===== src/rtl/adc_cal_pkg.sv =====
package adc_cal_pkg;
  typedef enum logic [1:0] {
    ST_NORM = 2'd0,
    ST_CAL  = 2'd1,
    ST_POST = 2'd2
  } step_e;

  localparam logic [1:0] MODE_NORM = 2'b00;
endpackage


===== src/rtl/adc_cal_step_ctrl.sv =====
module adc_cal_step_ctrl
  import adc_cal_pkg::*;
#(
  parameter int STEP_TICKS = 3
) (
  input  logic       clk_i,
  input  logic       rst_ni,
  input  logic       wr_en_i,
  input  logic [1:0] wr_mode_i,
  input  logic       rate_tick_i,
  output logic [1:0] mode_o,
  output logic       busy_o,
  output logic [1:0] cap_o,
  output logic       conv_o
);
  localparam int CNT_W = (STEP_TICKS > 1) ? $clog2(STEP_TICKS) : 1;
  localparam logic [CNT_W-1:0] CNT_LAST = CNT_W'(STEP_TICKS - 1);

  step_e          state_q;
  logic [CNT_W-1:0] cnt_q;
  logic           fs_q;
  logic           wr_cal, wr_abort, last_tick;

  always_comb begin
    wr_cal    = wr_en_i & wr_mode_i[1];
    wr_abort  = wr_en_i & ~wr_mode_i[1] & (state_q == ST_CAL);
    // any write during a step overrides its tick
    last_tick = rate_tick_i & ~wr_en_i & (state_q == ST_CAL) & (cnt_q == CNT_LAST);
    cap_o     = {last_tick & fs_q, last_tick & ~fs_q};
    conv_o    = rate_tick_i & ~wr_cal & ((state_q == ST_NORM) | (state_q == ST_POST));
    busy_o    = (state_q != ST_NORM);
    mode_o    = (state_q == ST_CAL) ? {1'b1, fs_q} : MODE_NORM;
  end

  always_ff @(posedge clk_i or negedge rst_ni) begin
    if (!rst_ni) begin
      state_q <= ST_NORM;
      cnt_q   <= '0;
      fs_q    <= 1'b0;
    end else if (wr_cal) begin
      state_q <= ST_CAL;
      cnt_q   <= '0;
      fs_q    <= wr_mode_i[0];
    end else if (wr_abort) begin
      state_q <= ST_NORM;
      cnt_q   <= '0;
    end else if (rate_tick_i) begin
      unique case (state_q)
        ST_CAL: begin
          if (cnt_q == CNT_LAST) begin
            state_q <= ST_POST;
            cnt_q   <= '0;
          end else begin
            cnt_q <= cnt_q + 1'b1;
          end
        end
        ST_POST: state_q <= ST_NORM;
        default: state_q <= ST_NORM;
      endcase
    end
  end
endmodule


===== src/rtl/adc_cal_coef_regs.sv =====
module adc_cal_coef_regs #(
  parameter int W = 16
) (
  input  logic         clk_i,
  input  logic         rst_ni,
  input  logic [1:0]   cap_i,
  input  logic [W-1:0] sample_i,
  output logic [W-1:0] offset_o,
  output logic [W-1:0] gain_o
);
  localparam logic [W-1:0] UNITY = {1'b1, {(W-1){1'b0}}};

  logic [W-1:0] coef_q [2];

  // entry 0: offset (resets to zero), entry 1: gain (resets to unity)
  for (genvar i = 0; i < 2; i++) begin : g_coef
    localparam logic [W-1:0] RST_VAL = (i == 0) ? '0 : UNITY;
    always_ff @(posedge clk_i or negedge rst_ni) begin
      if (!rst_ni)       coef_q[i] <= RST_VAL;
      else if (cap_i[i]) coef_q[i] <= sample_i;
    end
  end

  assign offset_o = coef_q[0];
  assign gain_o   = coef_q[1];
endmodule


===== src/rtl/adc_cal_rdy.sv =====
module adc_cal_rdy #(
  parameter int W = 16
) (
  input  logic         clk_i,
  input  logic         rst_ni,
  input  logic         conv_i,
  input  logic         busy_i,
  input  logic         mod_en_i,
  input  logic [W-1:0] sample_i,
  output logic         rdy_n_o,
  output logic [W-1:0] data_o
);
  always_ff @(posedge clk_i or negedge rst_ni) begin
    if (!rst_ni) begin
      rdy_n_o <= 1'b1;
      data_o  <= '0;
    end else if (conv_i) begin
      rdy_n_o <= 1'b0;
      data_o  <= sample_i;
    end else if (busy_i && mod_en_i) begin
      rdy_n_o <= 1'b1;
    end
  end
endmodule


===== src/rtl/adc_cal_seq.sv =====
module adc_cal_seq #(
  parameter int W          = 16,
  parameter int PGA_W      = 3,
  parameter int STEP_TICKS = 3
) (
  input  logic             clk_i,
  input  logic             rst_ni,
  input  logic             wr_en_i,
  input  logic [1:0]       wr_mode_i,
  input  logic [PGA_W-1:0] pga_i,
  input  logic             mod_en_i,
  input  logic             rate_tick_i,
  input  logic [W-1:0]     sample_i,
  output logic [1:0]       mode_o,
  output logic [PGA_W-1:0] pga_o,
  output logic             rdy_n_o,
  output logic [W-1:0]     data_o,
  output logic [W-1:0]     offset_o,
  output logic [W-1:0]     gain_o
);
  logic       busy, conv;
  logic [1:0] cap;

  always_ff @(posedge clk_i or negedge rst_ni) begin
    if (!rst_ni)      pga_o <= '0;
    else if (wr_en_i) pga_o <= pga_i;
  end

  adc_cal_step_ctrl #(.STEP_TICKS(STEP_TICKS)) u_ctrl (
    .clk_i      (clk_i),
    .rst_ni     (rst_ni),
    .wr_en_i    (wr_en_i),
    .wr_mode_i  (wr_mode_i),
    .rate_tick_i(rate_tick_i),
    .mode_o     (mode_o),
    .busy_o     (busy),
    .cap_o      (cap),
    .conv_o     (conv)
  );

  adc_cal_coef_regs #(.W(W)) u_coef (
    .clk_i   (clk_i),
    .rst_ni  (rst_ni),
    .cap_i   (cap),
    .sample_i(sample_i),
    .offset_o(offset_o),
    .gain_o  (gain_o)
  );

  adc_cal_rdy #(.W(W)) u_rdy (
    .clk_i   (clk_i),
    .rst_ni  (rst_ni),
    .conv_i  (conv),
    .busy_i  (busy),
    .mod_en_i(mod_en_i),
    .sample_i(sample_i),
    .rdy_n_o (rdy_n_o),
    .data_o  (data_o)
  );
endmodule


===== config.mk =====
export PLATFORM = sky130hd
export DESIGN_NAME = adc_cal_seq
export DESIGN_NICKNAME = d
export VERILOG_FILES = /design/src/rtl/adc_cal_pkg.sv /design/src/rtl/adc_cal_step_ctrl.sv /design/src/rtl/adc_cal_coef_regs.sv /design/src/rtl/adc_cal_rdy.sv /design/src/rtl/adc_cal_seq.sv
export SDC_FILE = /design/constraint.sdc
export NUM_CORES = 1
export LEC_CHECK = 0
export ABC_AREA = 1
export CAP_MARGIN = 10
export CORE_MARGIN = 2
export CORE_UTILIZATION = 45
export DETAILED_ROUTE_END_ITERATION = 12
export GPL_TIMING_DRIVEN = 0
export PLACE_DENSITY = 0.79
export SYNTH_ARGS = -nofsm -noshare
export SYNTH_HDL_FRONTEND = slang
export SYNTH_SLANG_ARGS = --single-unit

===== constraint.sdc =====
create_clock -name clk_i -period 1.5 [get_ports clk_i]
set_input_delay 0.3 -clock clk_i [delete_from_list [all_inputs] [get_ports clk_i]]
set_output_delay 0.3 -clock clk_i [all_outputs]
set_load 0.1 [all_outputs]

# Word level (Yosys, flattened, before mapping)
# Cells that the tools add are included.
# word_totals
ff_bits,57
latch_bits,0
ramBits,0
rom_bits,0
inputBits,26
output_inout_bits,54
wordCells,49
n_memories,0
# classes
add_sub_neg,1
multipliers,0
div,0
n_lt_le_gt_ge,0
eq_ne,4
n_shift,0
n_mux,13
bitwise,15
reduce_logical,8
# op_table
operator,n
$mux 2,11
$and 1x1->1,10
$reduce_bool 3->1,2
$eq 2x2->1 const B,2
$ne 4x1->1 const B,1
$not 1->1,4
$reduce_and 2->1,2
$reduce_bool 2->1,2
$add 2x1->2 const B,1
$eq 2x1->1 const B,1
$logic_not 2->1,1
$mux 1,2
$logic_and 1x1->1,1
$or 1x1->1,1

# Depth between registers and ports, before layout
# logic_depth
depth_word,6
depth_mapped,8
depth_no_buf,8

# Cells and area by module
# A second synthesis with hierarchy kept.
# unflattened
cells_unflattened,265
hier_area_um2,2313.5
# by_module_without_submodules
mod,n_inst,cells_per_inst,area_each_um2,seq_area_each_um2
adc_cal_coef_regs,1,136,1247.4,802.0
adc_cal_rdy,1,71,659.4,426.7
adc_cal_step_ctrl,1,45,294.0,125.1
adc_cal_seq,1,13,112.6,75.1

# Least setup slack after synthesis
# Ideal clock, no wire load.
# synth_path
path_type,reg-to-output
from,reg u_ctrl.fs_q
to,out mode_o[0]
t_arrival_ns,2.130
required_ns,1.200
setup_slack_ns,-0.930
path_stages_with_launch,5
path_buffers,2
cell_sequence,dfrtp_1 > clkbuf_8 > bufinv_16 > clkbuf_1 > nor2_1
# synth_between
elab_chain_len,1
# synth_lines
element,line,source
start: declaration,adc_cal_step_ctrl.sv:21,logic fs_q;
start signal: assignment,adc_cal_step_ctrl.sv:43,fs_q <= wr_mode_i[0];
$mux 2,adc_cal_step_ctrl.sv:32,"mode_o = (state_q == ST_CAL) ? {1'b1, fs_q} : MODE_NORM;"
end: declaration,adc_cal_seq.sv:14,"output logic [1:0] mode_o,"
# No other way between the ends.

# Worst setup path in the final report
# layout_path
from,reg u_ctrl.state_q[1]
to,out mode_o[0]
# layout_between
elab_chain_len,2
# layout_lines
element,line,source
start: declaration,adc_cal_step_ctrl.sv:19,step_e state_q;
start signal: assignment,adc_cal_step_ctrl.sv:37,state_q <= ST_NORM;
start signal: assignment,adc_cal_step_ctrl.sv:41,state_q <= ST_CAL;
start signal: assignment,adc_cal_step_ctrl.sv:45,state_q <= ST_NORM;
$eq 2x1->1,adc_cal_step_ctrl.sv:32,
$mux 2,adc_cal_step_ctrl.sv:32,
# No other way between the ends.

==> impl_results.md <==
* I/O Buffers at 79
* RSZ-0062 raised after global routing: true
* Final Critical Period at 1516 ps
* Failing checks: negative setup slack
* Sw frac at 0.5056
* Drt pass-1 iters at 4
* Post-synthesis xor/xnor area fraction at 0.003671
* Met1 Usage GRT at 0.2800
* Initial antenna violation count at 0
* Antenna Nets Post-Route at 0
* CP Max Fanout at 4
* Placed wire-length estimate at 4197 um
* Detailed Route WL at 6130 um
* Chip height at 76.82 um
* CORE AREA at 0.005107 mm2
* RR Endpoint: u_coef.gain_o[4]
* Post-Syn Instances at 262
* Final Setup Violations at 1
* Max-slew violations at 0
* Met3 Use GR at 0.06471
* Setup crit start kind: flop
* Sequential-to-total area share from yosys stat at 0.5988
* Power Dens Cells at 1785 mW/mm2
* Routability cong. at 0.7984
* Yosys warns at 0
* Fin Setup TNS at -15.83 ps
* Post-route cell area at 0.003348 mm2
* P_leak at 1.933 nW
* Reg power frac at 0.325
* P_sw at 3.021 mW
* Later-pin clock latency in the skew report at 330 ps
* Mux cell area share after synthesis at 0
* Yosys reg bits at 57
* Drt drc at 0
* First-pass GRT wire length at 10,320 um
* Final worst slack at -15.83 ps
* CTS tree: done
* P_int at 2.954 mW
* Crit path kind: reg -> out
* Status: finished with violations
* CTS Buffer Depth at 2
* Clk root buf: clkbuf_8
* Clock sinks at 57
* R2r worst-path depth at 8
* Ant diodes at 0
* Area grow syn2layout at 40.33%
* Final Skew at 8.815 ps
* Synth unique cells at 19
* Placed Area at 0.003303 mm2
* Clock transition at the registers of the reported paths at 60 ps
* Worst setup path startpoint: u_ctrl.state_q[1]
* Core Rows at 26
* CP Capture Type: primary output
* Vias in the first global route at 2,124
* DRT iter0 DRCs at 72
* # nets final at 389
* Compound-Gate Fraction of Synth Area at 0.01049
* Worst Path Arrival at 1220 ps
* Period utilization at 1.011
* Avg Inst Size Synth at 9.107 um2
* Largest net degree at the start of global routing at 41
* Largest family of logic cells by synthesized area: simple AND/OR/NAND/NOR gates
* Peak supply drop at 0.001242 V
* Initial Utilization at 0.4672
* Max Clock Freq at 0.6597 GHz
* Net Count, Synth at 288
* Wire per inst at 14.00 um
* Worst slew pin tran at 509.2 ps
* Relative slew slack at 0.6628
* Critical Path RT at 1200 ps
* Clock power frac at 0.222
* Met2 GRT Util at 0.3605
* Total power at 5.975 mW
* CP endpoint: mode_o[0]
* CTS buffer count at 9
* H-tree Lvls at 3
* Global route hottest layer: met2
* Final Hold Viols at 0
* FF-to-FF Start: u_ctrl.state_q[0]
* Post-Synth Simple-Gate Area at 0.3220
* Slack of the worst reg-to-reg path at 100 ps
* Via/cell ratio at 4.820
* GRT Util Overall at 0.2251
* Die area at 0.005901 mm2
* Io pins at 80
* Gate power share at 0.453
* Adder-Cell Fraction of Synth Area at 0
* GRT overflow at 0
* MaxCap Viol Count at 0
* Synthesized area at 0.002386 mm2
* Layout cells sized above 1 at 0.2935
* Total number of vias at 2,111
* Worst min path class: in -> reg
* Die W at 76.82 um
sequential cells by signal, summed over array words and instances (netlist names):
register / count
u_coef.offset_o: 16
u_ctrl.state_q: 2
u_ctrl.fs_q: 1
u_ctrl.cnt_q: 2
u_coef.gain_o: 16
u_rdy.data_o: 16
pga_o: 3
u_rdy.rdy_n_o: 1
cell usage in the layout, fill, tap and decap left out:
master           Yosys  routed
a21oi_1              3       3
buf_12               0       4
buf_2                2      51
buf_4                0      12
buf_6                5       5
clkbuf_1             2       2
clkbuf_4             0       1
clkbuf_8             1      13
clkdlybuf4s50_1      0      23
clkinv_2             0       3
dfrtp_1             55      54
dfrtp_2              0       1
dfstp_2              2       2
dlygate4sd3_1        0       1
dlymetal6s2s_1       0       1
inv_1                6       5
inv_16               0       1
inv_2                4       4
inv_4                0       1
nand2_1            133     131
nand2_2              2       3
nand2_4              2       3
nand3_1             33      33
nand3_4              0       1
nor2_1               5       4
nor2_4               0       1
nor2_8               2       2
o21ai_0              2       2
xor2_1               1       1
worst min path at each step:
stage                  startpoint          endpoint  slack, ps  cells after the start
finish                    wr_en_i          pga_o[1]        350                      3
global route              wr_en_i          pga_o[2]        380                      3
CTS                        rst_ni  u_rdy.data_o[12]        450                      2
detailed placement         rst_ni  u_coef.gain_o[6]        280                      1
global placement    u_rdy.rdy_n_o     u_rdy.rdy_n_o        450                      2
floorplan                  rst_ni          pga_o[0]          4                      0
final cells by class:
type	count	area, um2
plain buffers	9	88.84
clock buffers	13	168.9
clock inverters	3	15.01
fillers	458	1759
inverters	11	60.06
multi-input cells	184	827.0
flip-flops and latches	57	1430
well taps	70	87.58
repair buffers	91	670.6
power groups by stage:
stage	Sequential (mW)	Clock [mW]	Combinational (mW)
final	1.94	1.33	2.71
after detailed placement	1.97	0	2.90
after CTS	1.94	1.34	2.70
after global placement	1.96	0	2.87
after floorplan	3.73	0	0.400
after global routing	1.98	1.41	2.81
Yosys cell counts:
master / count / share of area
nor2_1: 5 / 0.0079
dfrtp_1: 55 / 0.58
xor2_1: 1 / 0.0037
nand2_1: 133 / 0.21
nor2_8: 2 / 0.017
bufinv_16: 1 / 0.013
clkbuf_8: 1 / 0.0058
nand2_4: 2 / 0.0094
a21oi_1: 3 / 0.0063
buf_6: 5 / 0.024
nand3_1: 33 / 0.069
clkbuf_1: 2 / 0.0031
inv_2: 4 / 0.0063
nand2_2: 2 / 0.0052
dfstp_2: 2 / 0.022
nand3_2: 1 / 0.0042
buf_2: 2 / 0.0042
o21ai_0: 2 / 0.0042
inv_1: 6 / 0.0094
per-stage QoR:
| stage | hold slack [ps] | instances | setup WS (ps) | util |
|---|---|---|---|---|
| finish | 353.7 | 438 | -15.83 | 0.6556 |
| global route | 377.0 | 438 | -68.26 | 0.6556 |
| CTS | 453.1 | 429 | -22.96 | 0.6384 |
| detailed placement | 276.8 | 412 | -736.9 | 0.6467 |
| global placement | 452.9 | 411 | -1586 | 0.6438 |
| floorplan | 4.409 | 262 | -40.50 | - |
worst max-delay path, stage by stage, from the launching register on:
cell     delay (ps)
dfrtp_2         460
inv_2            70
nand2_2          70
nor2_4          110
buf_12          180
what timing repair did:
item | CTS | global route
hold buffers | 1 | 0
pin swaps | 1 | 2
resized for setup | 286 | 3
endpoints found under the hold margin | 17 | 0
buffers inserted | 1 | 9
endpoints found under the setup margin | 64 | 33
layer usage:
metal	share of wire	routed length, um
met1	0.44	2672
met2	0.48	2913
met3	0.069	420
met4	0.020	124
met5	0	0
logic make-up (layout without fill, tap and decap cells):
family,Yosys count,after routing
xor+xnor,1,1
simple gates,178,178
flops,57,57
buf+inv,21,127
compound gates,5,5
(Power assumes the default switching activity.)
